===== src/rtl/io_bitop_pkg.sv =====
package io_bitop_pkg;

    localparam int DATA_W       = 8;
    localparam int DATA_AW      = 9;
    localparam int IO_AW        = 6;
    localparam int IO_DM_OFFSET = 32;
    localparam int BIT_WINDOW   = 32;

    typedef enum logic [2:0] {
        OP_IO_RD    = 3'd0,
        OP_IO_WR    = 3'd1,
        OP_DM_RD    = 3'd2,
        OP_DM_WR    = 3'd3,
        OP_BSET     = 3'd4,
        OP_BCLR     = 3'd5,
        OP_SKIP_SET = 3'd6,
        OP_SKIP_CLR = 3'd7
    } op_e;

    typedef enum logic {ST_IDLE, ST_WRITE} state_e;

    typedef struct packed {
        logic err;
        logic is_rd;
        logic is_wr;
        logic rmw;
        logic test;
        logic hit_status;
        logic hit_rsvd;
    } dec_t;

    function automatic logic op_is_bit(op_e op);
        return op inside {OP_BSET, OP_BCLR, OP_SKIP_SET, OP_SKIP_CLR};
    endfunction

    function automatic logic op_is_port(op_e op);
        return !(op inside {OP_DM_RD, OP_DM_WR});
    endfunction

endpackage


===== src/rtl/io_addr_decode.sv =====
module io_addr_decode
    import io_bitop_pkg::*;
#(
    parameter int AW        = DATA_AW,
    parameter int STATUS_IO = 14,
    parameter int RSVD_IO   = 29
) (
    input  op_e           op,
    input  logic [AW-1:0] addr,
    output dec_t          dec,
    output logic [AW-1:0] daddr
);
    localparam logic [AW-1:0] OFFSET     = AW'(IO_DM_OFFSET);
    localparam logic [AW-1:0] STATUS_DA  = AW'(STATUS_IO + IO_DM_OFFSET);
    localparam logic [AW-1:0] RSVD_DA    = AW'(RSVD_IO + IO_DM_OFFSET);
    localparam logic [AW-1:0] BIT_LIMIT  = AW'(BIT_WINDOW);

    logic port_path;
    logic port_in_range;

    always_comb begin
        port_path     = op_is_port(op);
        port_in_range = (addr[AW-1:IO_AW] == '0);
        daddr         = port_path ? (addr + OFFSET) : addr;

        if (port_path)
            dec.err = !port_in_range || (op_is_bit(op) && (addr >= BIT_LIMIT));
        else
            dec.err = (addr < OFFSET);

        dec.is_rd      = op inside {OP_IO_RD, OP_DM_RD, OP_SKIP_SET, OP_SKIP_CLR};
        dec.is_wr      = op inside {OP_IO_WR, OP_DM_WR};
        dec.rmw        = op inside {OP_BSET, OP_BCLR};
        dec.test       = op inside {OP_SKIP_SET, OP_SKIP_CLR};
        dec.hit_status = (daddr == STATUS_DA);
        dec.hit_rsvd   = (daddr == RSVD_DA);
    end

endmodule


===== src/rtl/io_bit_alu.sv =====
module io_bit_alu
    import io_bitop_pkg::*;
#(
    parameter int DW = DATA_W,
    localparam int BW = $clog2(DW)
) (
    input  logic [DW-1:0] value,
    input  op_e           op,
    input  logic [BW-1:0] idx,
    output logic [DW-1:0] new_val,
    output logic          match
);
    logic [DW-1:0] mask;

    always_comb begin
        mask    = DW'(1) << idx;
        new_val = (op == OP_BSET) ? (value | mask) : (value & ~mask);
        match   = (value[idx] == (op == OP_SKIP_SET));
    end

endmodule


===== src/rtl/io_status_w1c.sv =====
module io_status_w1c
    import io_bitop_pkg::*;
#(
    parameter int DW = DATA_W
) (
    input  logic          clk,
    input  logic          rst,
    input  logic [DW-1:0] set_evt,
    input  logic          clr_en,
    input  logic [DW-1:0] clr_mask,
    output logic [DW-1:0] flags
);
    logic [DW-1:0] flags_q;

    always_ff @(posedge clk) begin
        if (rst)
            flags_q <= '0;
        else
            flags_q <= (flags_q & ~(clr_en ? clr_mask : '0)) | set_evt;
    end

    assign flags = flags_q;

    AST_W1C_CLEARS: assert property (@(posedge clk) disable iff (rst)
        (clr_en && (set_evt == '0)) |=> ((flags & $past(clr_mask)) == '0));

    AST_SET_WINS: assert property (@(posedge clk) disable iff (rst)
        (set_evt != '0) |=> ((flags & $past(set_evt)) == $past(set_evt)));

endmodule


===== src/rtl/io_bitop_unit.sv =====
module io_bitop_unit
    import io_bitop_pkg::*;
#(
    parameter int DW        = DATA_W,
    parameter int AW        = DATA_AW,
    parameter int STATUS_IO = 14,
    parameter int RSVD_IO   = 29,
    localparam int BW = $clog2(DW)
) (
    input  logic          clk,
    input  logic          rst,
    input  logic          req_valid,
    input  logic [2:0]    req_op,
    input  logic [AW-1:0] req_addr,
    input  logic [BW-1:0] req_bit,
    input  logic [DW-1:0] req_wdata,
    output logic          busy,
    output logic          rsp_valid,
    output logic          rsp_err,
    output logic          rsp_skip,
    output logic [DW-1:0] rsp_rdata,
    output logic [AW-1:0] bus_addr,
    output logic          bus_rd,
    output logic          bus_wr,
    output logic [DW-1:0] bus_wdata,
    input  logic [DW-1:0] bus_rdata,
    input  logic [DW-1:0] flag_set
);
    localparam logic [AW-1:0] RSVD_DA   = AW'(RSVD_IO + IO_DM_OFFSET);
    localparam logic [AW-1:0] PORT_TOP  = AW'((1 << IO_AW) - 1);
    localparam logic [AW-1:0] BIT_LIMIT = AW'(BIT_WINDOW);

    op_e           op;
    dec_t          dec;
    logic [AW-1:0] daddr;
    state_e        state_q;
    logic          accept;
    logic [DW-1:0] flags;
    logic [DW-1:0] read_val;
    logic          stat_clr;
    logic [DW-1:0] stat_mask;

    op_e           hold_op;
    logic [BW-1:0] hold_bit;
    logic [DW-1:0] hold_rd;
    logic [AW-1:0] hold_addr;
    logic          hold_status;
    logic          hold_rsvd;

    logic [DW-1:0] alu_val;
    op_e           alu_op;
    logic [BW-1:0] alu_bit;
    logic [DW-1:0] alu_new;
    logic          alu_match;

    assign op     = op_e'(req_op);
    assign busy   = (state_q == ST_WRITE);
    assign accept = req_valid && (state_q == ST_IDLE);

    io_addr_decode #(.AW(AW), .STATUS_IO(STATUS_IO), .RSVD_IO(RSVD_IO)) u_dec (
        .op(op), .addr(req_addr), .dec(dec), .daddr(daddr)
    );

    io_status_w1c #(.DW(DW)) u_status (
        .clk(clk), .rst(rst), .set_evt(flag_set),
        .clr_en(stat_clr), .clr_mask(stat_mask), .flags(flags)
    );

    io_bit_alu #(.DW(DW)) u_alu (
        .value(alu_val), .op(alu_op), .idx(alu_bit),
        .new_val(alu_new), .match(alu_match)
    );

    always_comb begin
        if (dec.hit_status)
            read_val = flags;
        else if (dec.hit_rsvd)
            read_val = '0;
        else
            read_val = bus_rdata;

        alu_val = busy ? hold_rd  : read_val;
        alu_op  = busy ? hold_op  : op;
        alu_bit = busy ? hold_bit : req_bit;
    end

    always_comb begin
        bus_rd    = 1'b0;
        bus_wr    = 1'b0;
        bus_addr  = daddr;
        bus_wdata = req_wdata;
        stat_clr  = 1'b0;
        stat_mask = req_wdata;
        if (busy) begin
            bus_addr  = hold_addr;
            bus_wdata = alu_new;
            stat_mask = alu_new;
            if (hold_status)
                stat_clr = 1'b1;
            else if (!hold_rsvd)
                bus_wr = 1'b1;
        end else if (accept && !dec.err) begin
            if ((dec.is_rd || dec.rmw) && !dec.hit_status && !dec.hit_rsvd)
                bus_rd = 1'b1;
            if (dec.is_wr) begin
                if (dec.hit_status)
                    stat_clr = 1'b1;
                else if (!dec.hit_rsvd)
                    bus_wr = 1'b1;
            end
        end
    end

    always_ff @(posedge clk) begin
        if (rst) begin
            state_q     <= ST_IDLE;
            rsp_valid   <= 1'b0;
            rsp_err     <= 1'b0;
            rsp_skip    <= 1'b0;
            rsp_rdata   <= '0;
            hold_op     <= OP_IO_RD;
            hold_bit    <= '0;
            hold_rd     <= '0;
            hold_addr   <= '0;
            hold_status <= 1'b0;
            hold_rsvd   <= 1'b0;
        end else begin
            rsp_valid <= 1'b0;
            if (busy) begin
                state_q   <= ST_IDLE;
                rsp_valid <= 1'b1;
                rsp_err   <= 1'b0;
                rsp_skip  <= 1'b0;
                rsp_rdata <= '0;
            end else if (accept) begin
                if (!dec.err && dec.rmw) begin
                    state_q     <= ST_WRITE;
                    hold_op     <= op;
                    hold_bit    <= req_bit;
                    hold_rd     <= read_val;
                    hold_addr   <= daddr;
                    hold_status <= dec.hit_status;
                    hold_rsvd   <= dec.hit_rsvd;
                end else begin
                    rsp_valid <= 1'b1;
                    rsp_err   <= dec.err;
                    rsp_rdata <= (!dec.err && dec.is_rd) ? read_val : '0;
                    rsp_skip  <= !dec.err && dec.test && alu_match;
                end
            end
        end
    end

    AST_PORT_RANGE: assert property (@(posedge clk) disable iff (rst)
        (accept && op_is_port(op) && (req_addr > PORT_TOP)) |=> (rsp_valid && rsp_err));

    AST_ERR_NO_BUS: assert property (@(posedge clk) disable iff (rst)
        (accept && dec.err) |-> (!bus_rd && !bus_wr));

    AST_BIT_WINDOW: assert property (@(posedge clk) disable iff (rst)
        (accept && op_is_bit(op) && (req_addr >= BIT_LIMIT)) |=> (rsp_valid && rsp_err && !rsp_skip));

    AST_RMW_WRITE_CYCLE: assert property (@(posedge clk) disable iff (rst)
        (accept && dec.rmw && !dec.err) |=> (busy && !rsp_valid));

    AST_RMW_DONE: assert property (@(posedge clk) disable iff (rst)
        busy |=> (rsp_valid && !busy));

    AST_RSVD_NO_WRITE: assert property (@(posedge clk) disable iff (rst)
        bus_wr |-> (bus_addr != RSVD_DA));

    AST_BUS_EXCL: assert property (@(posedge clk) disable iff (rst)
        !(bus_rd && bus_wr));

endmodule


===== config.mk =====
export PLATFORM = sky130hd
export DESIGN_NAME = io_bitop_unit
export DESIGN_NICKNAME = d
export VERILOG_FILES = /design/src/rtl/io_bitop_pkg.sv /design/src/rtl/io_addr_decode.sv /design/src/rtl/io_bit_alu.sv /design/src/rtl/io_status_w1c.sv /design/src/rtl/io_bitop_unit.sv
export SDC_FILE = /design/constraint.sdc
export NUM_CORES = 1
export LEC_CHECK = 0
export BUFFER_PORTS_ARGS = -buffer_cell sky130_fd_sc_hd__clkbuf_2
export CAP_MARGIN = 25
export CORE_MARGIN = 2
export CORE_UTILIZATION = 51
export CTS_BUF_LIST = sky130_fd_sc_hd__clkbuf_8
export DETAILED_ROUTE_END_ITERATION = 8
export HOLD_SLACK_MARGIN = 0.1
export PLACE_DENSITY = 0.86
export SLEW_MARGIN = 20
export SYNTH_ARGS = -nofsm -noshare
export SYNTH_HDL_FRONTEND = slang
export SYNTH_SLANG_ARGS = --single-unit

===== constraint.sdc =====
create_clock -name clk -period 6.1 [get_ports clk]
set_clock_uncertainty 0.05 [all_clocks]
set_input_delay 1.22 -clock clk [delete_from_list [all_inputs] [get_ports clk]]
set_output_delay 1.22 -clock clk [all_outputs]
set_load 0.1 [all_outputs]

[Yosys cells after proc, flatten, opt, wreduce, memory -nomap -nowiden]
Index checks and enable logic that the tools add are counted.
Cells by class
  add/sub/neg operators: 1
  magnitude comparators: 3
  eq/ne operators: 12
  shifts and indexed selects: 1
  mux-type cells: 33
  bitwise logic cells: 9
  reductions and logical operators: 27
Operators with widths (count)
  $mux 8: 7
  $mux 1: 21
  $eq 3x3->1 const B: 6
  $eq 9x6->1 const B: 2
  $mux 9: 2
  $and 8x8->8: 2
  $not 8->8: 2
  $or 8x8->8: 2
  $add 9x6->9 const B: 1
  $ge 9x6->1 const B: 1
  $logic_and 1x1->1: 9
  $lt 9x6->1 const B: 1
  $reduce_bool 2->1: 4
  $reduce_bool 4->1: 2
  $shl 1x3->8 const A: 1
  $eq 3x2->1 const B: 2
  $logic_not 3->1: 2
  $mux 3: 2
  $logic_not 1->1: 4
  $lt 3x4->1 const B: 1
  $bmux 1 s3: 1
  $eq 3x1->1 const B: 1
  $not 1->1: 3
  $reduce_and 3->1: 1
  other kinds (5): 6
Storage, ports and cells
  flip-flop bits (word level): 45
  output and inout port bits: 31

[Depth between registers and ports, before layout]
Gate-level depths: netlist (run 1).
  word-level depth: 14
  depth in mapped cells: 10
  gate-level depth less buffers: 9

[Cells and area by module]
A second synthesis (run 1) with hierarchy kept.
Second synthesis, totals
  cell total of the unflattened synthesis: 299
  area, all modules: 2688.8 um2
Modules (own cells, without submodules)
  io_bitop_unit: times used 1, cells each 195, area each 1778.0 um2
  io_status_w1c: times used 1, cells each 34, area each 359.1 um2
  io_addr_decode: times used 1, cells each 39, area each 291.5 um2
  io_bit_alu: times used 1, cells each 31, area each 260.2 um2

[Worst setup path before layout (run 1)]
Ideal clock, no wire load.
  path kind: input-to-output
  from: input req_addr[5]
  to: output bus_rd
  data arrival time: 4062 ps
  data required time: 4830 ps
  slack: 768 ps
  stages on the path: 7
  buffers on the path: 0
  path through: inv_1 -> ha_1 -> o31ai_1 -> a2111oi_0 -> o21ai_0 -> or2_2 -> a21oi_1
On the way
  cells in the longest elaborated chain, start to end: 9
RTL lines
  start, declared: RTL line io_bitop_unit.sv:14  | input logic [AW-1:0] req_addr,
  $add 9x6->9: RTL line io_addr_decode.sv:24  | daddr = port_path ? (addr + OFFSET) : addr;
  $mux 9: RTL line io_addr_decode.sv:24
  $eq 9x6->1: RTL line io_addr_decode.sv:35  | dec.hit_status = (daddr == STATUS_DA);
  $logic_not 1->1: RTL line io_bitop_unit.sv:103  | if ((dec.is_rd || dec.rmw) && !dec.hit_status && !dec.hit_rsvd)
  $logic_and 1x1->1 (2 in a row): RTL line io_bitop_unit.sv:103
  $mux 1: RTL line io_bitop_unit.sv:103
  $mux 1 (*): RTL line io_bitop_unit.sv:102  | end else if (accept && !dec.err) begin
  $mux 1 (*): RTL line io_bitop_unit.sv:94  | if (busy) begin
  end, declared: RTL line io_bitop_unit.sv:23  | output logic bus_rd,
Mark *: on every way between the ends. The rest lies on a longest branch, timed or not.

[Worst setup path in the final report (run 1)]
  from: input req_addr[5]
  to: output bus_wr
On the way
  cells in the longest elaborated chain, start to end: 8
RTL lines
  $add 9x6->9 / $ge 9x6->1 (equally long branches): RTL line io_addr_decode.sv:24, io_addr_decode.sv:27
  $mux 9 / $logic_and 1x1->1 (equally long branches): RTL line io_addr_decode.sv:24, io_addr_decode.sv:27
  $eq 9x6->1 / $logic_or 1x1->1 (equally long branches): RTL line io_addr_decode.sv:36, io_addr_decode.sv:27
  $mux 1, on equally long branches: RTL line io_bitop_unit.sv:108, io_addr_decode.sv:26
  $mux 1 / $logic_not 1->1 (equally long branches): RTL line io_bitop_unit.sv:106, io_bitop_unit.sv:102
  $mux 1 / $logic_and 1x1->1 (equally long branches): RTL line io_bitop_unit.sv:105, io_bitop_unit.sv:102
  $mux 1 (*): RTL line io_bitop_unit.sv:102
  $mux 1 (*): RTL line io_bitop_unit.sv:94
  end, declared: RTL line io_bitop_unit.sv:24  | output logic bus_wr,
Marked as above.

==> flow_metrics.env, run 1 <==
export IMPL_status="finished, final reports clean"
export IMPL_worstSetupStartpointType="input pin"
export IMPL_post_drt_wl_per_cell_um=14.71
export IMPL_die_area_um2=5701
export IMPL_rows=26
export IMPL_grt_overflow_total=0
export IMPL_ys_seq_area_frac=0.3455
export IMPL_fin_cells=483
export IMPL_ir_drop_mv=0.1641
export IMPL_cts_tree="done"
export IMPL_synthAdderAreaFrac=0.009597
export IMPL_htree_levels=2
export IMPL_hold_viol=0
export IMPL_clockBufferDepth=2
export IMPL_setup_viol=0
export IMPL_crit_fanout=6
export IMPL_final_common_cell="clkbuf_2"
export IMPL_viasPerCell=5.803
export IMPL_cts_sinks=45
export IMPL_start_util=0.5205
export IMPL_synth_async_sr_flop_share=0
export IMPL_synth_warnings=0
export IMPL_leakage_nw=1.304
export IMPL_yosys_area_share_xor_xnor=0.01008
export IMPL_slew_violations=0
export IMPL_fmax_mhz=198.7
export IMPL_holdWs_ns=0.4011
export IMPL_grt_pass1_vias=2314
export IMPL_path_clk_slew_ns=0.08
export IMPL_synth_mux_area_frac=0.08493
export IMPL_synth_ff_type="dfxtp_1"
export IMPL_synth_top_family_by_area="simple AND/OR/NAND/NOR gates"
export IMPL_placedCellCount=475
export IMPL_port_buffers=72
export IMPL_rsz0062_at_grt="false"
export IMPL_clock_latency_ns=0.30
export IMPL_grt_max_degree=38
export IMPL_grt_usage=0.2521
export IMPL_worstHoldPathType="reg2reg"
export IMPL_grt_pass1_wl_mm=10.91
export IMPL_synth_top_area_cell="dfxtp_1"
export IMPL_pwr_density_cell_nw_per_um2=237.7
export IMPL_postCtsSetupBuffers=0
export IMPL_mostFrequentLayoutCells="clkbuf_2, nand2_1, nor2_1"
export IMPL_postSynthCellCount=353
export IMPL_synth_top_area_frac=0.3455
export IMPL_final_util=0.6201
export IMPL_diodes=0
export IMPL_design_core_area_um2=5010
export IMPL_worstSetupEndpointType="primary output"
export IMPL_dp_hpwl_mm=5.256
export IMPL_antenna_found_initial=0
export IMPL_ant_nets=0
export IMPL_place_congestion=0.9624
export IMPL_arrival_ns=3.76
export IMPL_synth_edf_count=0
export IMPL_layout_min_cycle_time_ns=5.033
export IMPL_fin_crit_sh=0.8252
export IMPL_synthTopCellsByArea="dfxtp_1, nand2_1, nor2_1, a21oi_1, mux2i_1"
export IMPL_synth_nets=397
export IMPL_cap_viol_max_count=0
export IMPL_worst_slew_pin_slew_ns=0.9728
export IMPL_synth_compound_gate_area_share=0.2063
export IMPL_drt_iter0_drc=384
export IMPL_synthSimpleGateAreaFrac=0.2927
export IMPL_drive_gt1_frac=0.2397
export IMPL_synth_cell_types=54
export IMPL_syn_area_per_cell_um2=7.387
export IMPL_fin_total_pwr_w=0.0007386
export IMPL_tns_ns=0
export IMPL_routed_wirelength_mm=7.106
export IMPL_finish_net_count=456
export IMPL_vias=2803
export IMPL_ys_ff_latch=45
export IMPL_ctsResizeCount=0
export IMPL_die_x_um=75.51
export IMPL_relSlewSlack=0.3347
export IMPL_route_detailed_drc=0
export IMPL_ios=73
export IMPL_worstSetupPathType="in2out"
export IMPL_die_h_um=75.51
export IMPL_root_buffer="clkbuf_8"
export IMPL_synth_area_um2=2608
export IMPL_dr_pass1_iters=6
export IMPL_cp_required_ns=4.83
export IMPL_area_growth_pct=19.15
export IMPL_cts_buffers=5
export IMPL_hold_buffers=0
==> cell families after synthesis <==
logic type	Yosys count
AO/OA/AOI/OAI	81
XOR/XNOR	3
flip-flops	45
buffers and inverters	31
adder cells (fa/ha/maj)	2
multiplexers	21
AND/OR/NAND/NOR	170
==> critical path: stages <==
cell       delay [ns]
clkbuf_2         0.13
inv_1            0.12
ha_1             0.18
o31ai_1          0.07
a2111oi_0        0.70
o21ai_0          0.31
or2_2            0.37
o32ai_1          0.15
clkbuf_2         0.52
==> cells in the mapped netlist (2+ instances only) <==
master,instances
xnor2_1,2
clkbuf_1,17
a211oi_1,2
a22oi_1,9
nor3b_1,5
nor3_1,9
inv_1,8
nand2b_1,2
nand2_1,68
o21ai_0,5
mux2_2,9
nand4_1,2
o31ai_1,2
o221ai_1,2
or2_2,3
and4_1,2
nand3_1,4
o32ai_1,2
and2_1,4
and3b_1,2
nor2_1,57
a31oi_1,5
buf_6,2
buf_1,2
ha_1,2
nor2b_1,7
dfxtp_1,45
mux2i_1,12
a2111oi_0,2
a21oi_1,36
==> registers in the layout, indices dropped and copies added (netlist names) <==
signal / cells
hold_rsvd: 1
hold_op: 3
rsp_rdata: 8
hold_addr: 9
rsp_skip: 1
busy: 1
u_status.flags: 8
hold_bit: 3
rsp_err: 1
rsp_valid: 1
hold_status: 1
hold_rd: 8
==> report_power, final <==
part           switching, W  total (W)  internal (W)
combinational      0.000124   0.000164     0.0000400
sequential       0.00000521   0.000305      0.000300
clock              0.000104   0.000269      0.000165
total              0.000234   0.000739      0.000505
==> layer usage <==
| metal | global-route usage | vias up | part of all wire |
|---|---|---|---|
| li1 | - | 1354 | - |
| met1 | 0.3481 | 1291 | 0.43 |
| met2 | 0.3990 | 145 | 0.47 |
| met3 | 0.05423 | 13 | 0.088 |
| met4 | 0.07212 | 0 | 0.015 |
| met5 | 0 | - | 0 |
==> per-stage QoR <==
stage | cell area (µm²) | setup slack [ns]
global placement | 2964 | 1.302
detailed placement | 2969 | 1.128
CTS | 3107 | 1.120
finish | 3107 | 1.067
global route | 3107 | 0.8301
floorplan | 2608 | 0.7676
==> layout make-up <==
class,count,area (µm²)
Fill cell,448,1903
Multi-Input combinational cell,277,1574
Sequential cell,45,900.9
Timing Repair Buffer,74,372.9
Tap cell,70,87.58
Clock buffer,5,68.82
Clock inverter,3,68.82
Inverter,9,33.78
==> final timing paths <==
| path | from | endpoint | slack (ns) | depth (start not counted) |
|---|---|---|---|---|
| min | hold_addr[8]$_SDFFE_PP0P_ | hold_addr[8]$_SDFFE_PP0P_ | 0.40 | 2 |
| min reg2reg | hold_addr[8]$_SDFFE_PP0P_ | hold_addr[8]$_SDFFE_PP0P_ | 0.40 | 2 |
| max | req_addr[5] | bus_wr | 1.07 | 9 |
| max reg2reg | busy$_SDFF_PP0_ | u_status.flags[0]$_SDFF_PP0_ | 3.08 | 9 |
Note: power is estimated with default switching activity, not from simulation.
==> inputs of run 2 (changes only) <==
==> constraint.sdc (replaced) <==
create_clock -name clk -period 4.75 [get_ports clk]
set_clock_uncertainty 0.05 [all_clocks]
set_input_delay 0.95 -clock clk [delete_from_list [all_inputs] [get_ports clk]]
set_output_delay 0.95 -clock clk [all_outputs]
set_load 0.1 [all_outputs]
==> flow_metrics.env, run 2 (synthesis results as in run 1) <==
export IMPL_slew_violations=0
export IMPL_holdWs_ns=0.3985
export IMPL_dp_hpwl_mm=5.350
export IMPL_start_util=0.5205
export IMPL_grt_usage=0.2633
export IMPL_cts_tree="done"
export IMPL_antenna_found_initial=0
export IMPL_clock_latency_ns=0.31
export IMPL_placedInstanceArea_um2=3037
export IMPL_nFillCells=434
export IMPL_regMostFlops="hold_addr"
export IMPL_crit_chain="clkbuf_2 -> inv_1 -> ha_1 -> o31ai_1 -> a2111oi_1 -> o21ai_0 -> or2_2 -> o32ai_2 -> clkbuf_2"
export IMPL_worstSetupStartpointType="input pin"
export IMPL_worstSetupEndpointType="primary output"
export IMPL_area_growth_pct=20.73
export IMPL_final_common_cell="clkbuf_2"
export IMPL_ir_drop_mv=0.2152
export IMPL_largest_reg_flops=9
export IMPL_viasPerCell=5.719
export IMPL_worstSetupPathType="in2out"
export IMPL_ff_latch_area_um2=902.1
export IMPL_fmax_mhz=226.2
export IMPL_leakage_nw=1.330
export IMPL_worstHoldPathType="reg2reg"
export IMPL_status="finished, final reports clean"
export IMPL_grt_pass1_vias=2331
export IMPL_place_congestion=0.9478
export IMPL_crit_fanout=6
export IMPL_final_util=0.6284
export IMPL_routed_wirelength_mm=7.250
export IMPL_port_buffers=72
export IMPL_cp_required_ns=3.75
export IMPL_setup_viol=0
export IMPL_die_area_um2=5701
export IMPL_dr_pass1_iters=5
export IMPL_drt_iter0_drc=305
export IMPL_crit_top_cell="clkbuf_2"
export IMPL_cts_sinks=45
export IMPL_grtUsageMet2=0.4126
export IMPL_tns_ns=0
export IMPL_die_h_um=75.51
export IMPL_hold_buffers=0
export IMPL_slowest_delay_ns=0.67
export IMPL_use_met3=0.05688
export IMPL_mostFrequentLayoutCells="clkbuf_2, nand2_1, nor2_1"
export IMPL_root_buffer="clkbuf_8"
export IMPL_relSlewSlack=0.4630
export IMPL_top_usage_layer="met2"
export IMPL_multi_input_area_um2=1617
export IMPL_rsz0062_at_grt="false"
export IMPL_fin_area_um2=3148
export IMPL_arrival_ns=3.42
export IMPL_diodes=0
export IMPL_vias=2785
export IMPL_path_clk_slew_ns=0.09
export IMPL_pwr_density_cell_nw_per_um2=276.6
export IMPL_ios=73
export IMPL_grt_max_degree=38
export IMPL_postCtsSetupBuffers=0
export IMPL_rows=26
export IMPL_drive_gt1_frac=0.2710
export IMPL_grt_pass1_wl_mm=11.41
export IMPL_finish_net_count=460
export IMPL_ant_nets=0
export IMPL_post_drt_wl_per_cell_um=14.89
export IMPL_htree_levels=2
export IMPL_route_detailed_drc=0
export IMPL_fin_crit_sh=0.9309
export IMPL_design_core_area_um2=5010
export IMPL_use_met1=0.3757
export IMPL_cap_viol_max_count=0
export IMPL_layout_min_cycle_time_ns=4.422
export IMPL_clockBufferDepth=2
export IMPL_worst_slew_pin_slew_ns=0.8036
export IMPL_cts_buffers=5
export IMPL_hold_viol=0
export IMPL_grt_overflow_total=0
export IMPL_cp_slowest_cell="a2111oi_1"
export IMPL_die_x_um=75.51
==> run 2: cell count changes in the layout (fill, tap and decap cells not counted), moves of 2 or more <==
cell,before,now
a21oi_1,36,27
a21oi_2,0,9
bufinv_16,2,0
buf_4,1,5
==> run 2: timing repair <==
action / CTS / global route
hold endpoints to repair: 0 / 0
endpoints found under the setup margin: 0 / 2
resized for setup: 0 / 1
==> run 2: final timing paths <==
kind | startpoint | depth (start not counted) | slack, ns | to
max reg2reg | busy$_SDFF_PP0_ | 9 | 1.97 | rsp_skip$_SDFFE_PP0P_
min reg2reg | hold_addr[8]$_SDFFE_PP0P_ | 2 | 0.40 | hold_addr[8]$_SDFFE_PP0P_
max | req_addr[5] | 9 | 0.33 | bus_wr
min | hold_addr[8]$_SDFFE_PP0P_ | 2 | 0.40 | hold_addr[8]$_SDFFE_PP0P_
==> run 2: layer usage <==
layer  wire [µm]  share of wire  up-vias
met3         668          0.092       17
met5           0              0        -
li1            -              -     1364
met4         128          0.018        0
met2        3334           0.46      139
met1        3118           0.43     1265
==> run 2: area by class of cell <==
class / instances / share of cell area
well taps: 70 / 0.02782
inverters: 9 / 0.01073
repair buffers: 78 / 0.1304
flip-flops and latches: 45 / 0.2866
clock inverters: 3 / 0.009141
clock buffers: 5 / 0.02186
multi-input cells: 277 / 0.5135
==> run 2: power breakdown <==
part           switching [W]  total, W  internal (W)
registers         0.00000702  0.000393      0.000386
logic               0.000161  0.000215     0.0000531
clock network       0.000152  0.000263      0.000111
total               0.000321  0.000871      0.000550
==> run 2: worst max-delay path, delay by kind of cell <==
kind,cells,cell delay [ns]
compound gates,4,1.17
buf+inv,3,0.74
simple gates,1,0.38
fa+ha+maj,1,0.18
==> run 2: through the flow <==
| stage | total power [W] | worst slack (ns) | std cells |
|---|---|---|---|
| global placement | 0.0006096 | 0.4709 | 478 |
| CTS | 0.0008687 | 0.2345 | 486 |
| floorplan | 0.0005627 | 0.06530 | 353 |
| finish | 0.0008706 | 0.3284 | 487 |
| detailed placement | 0.0006131 | 0.2740 | 478 |
| global route | 0.0009046 | 0.1701 | 487 |
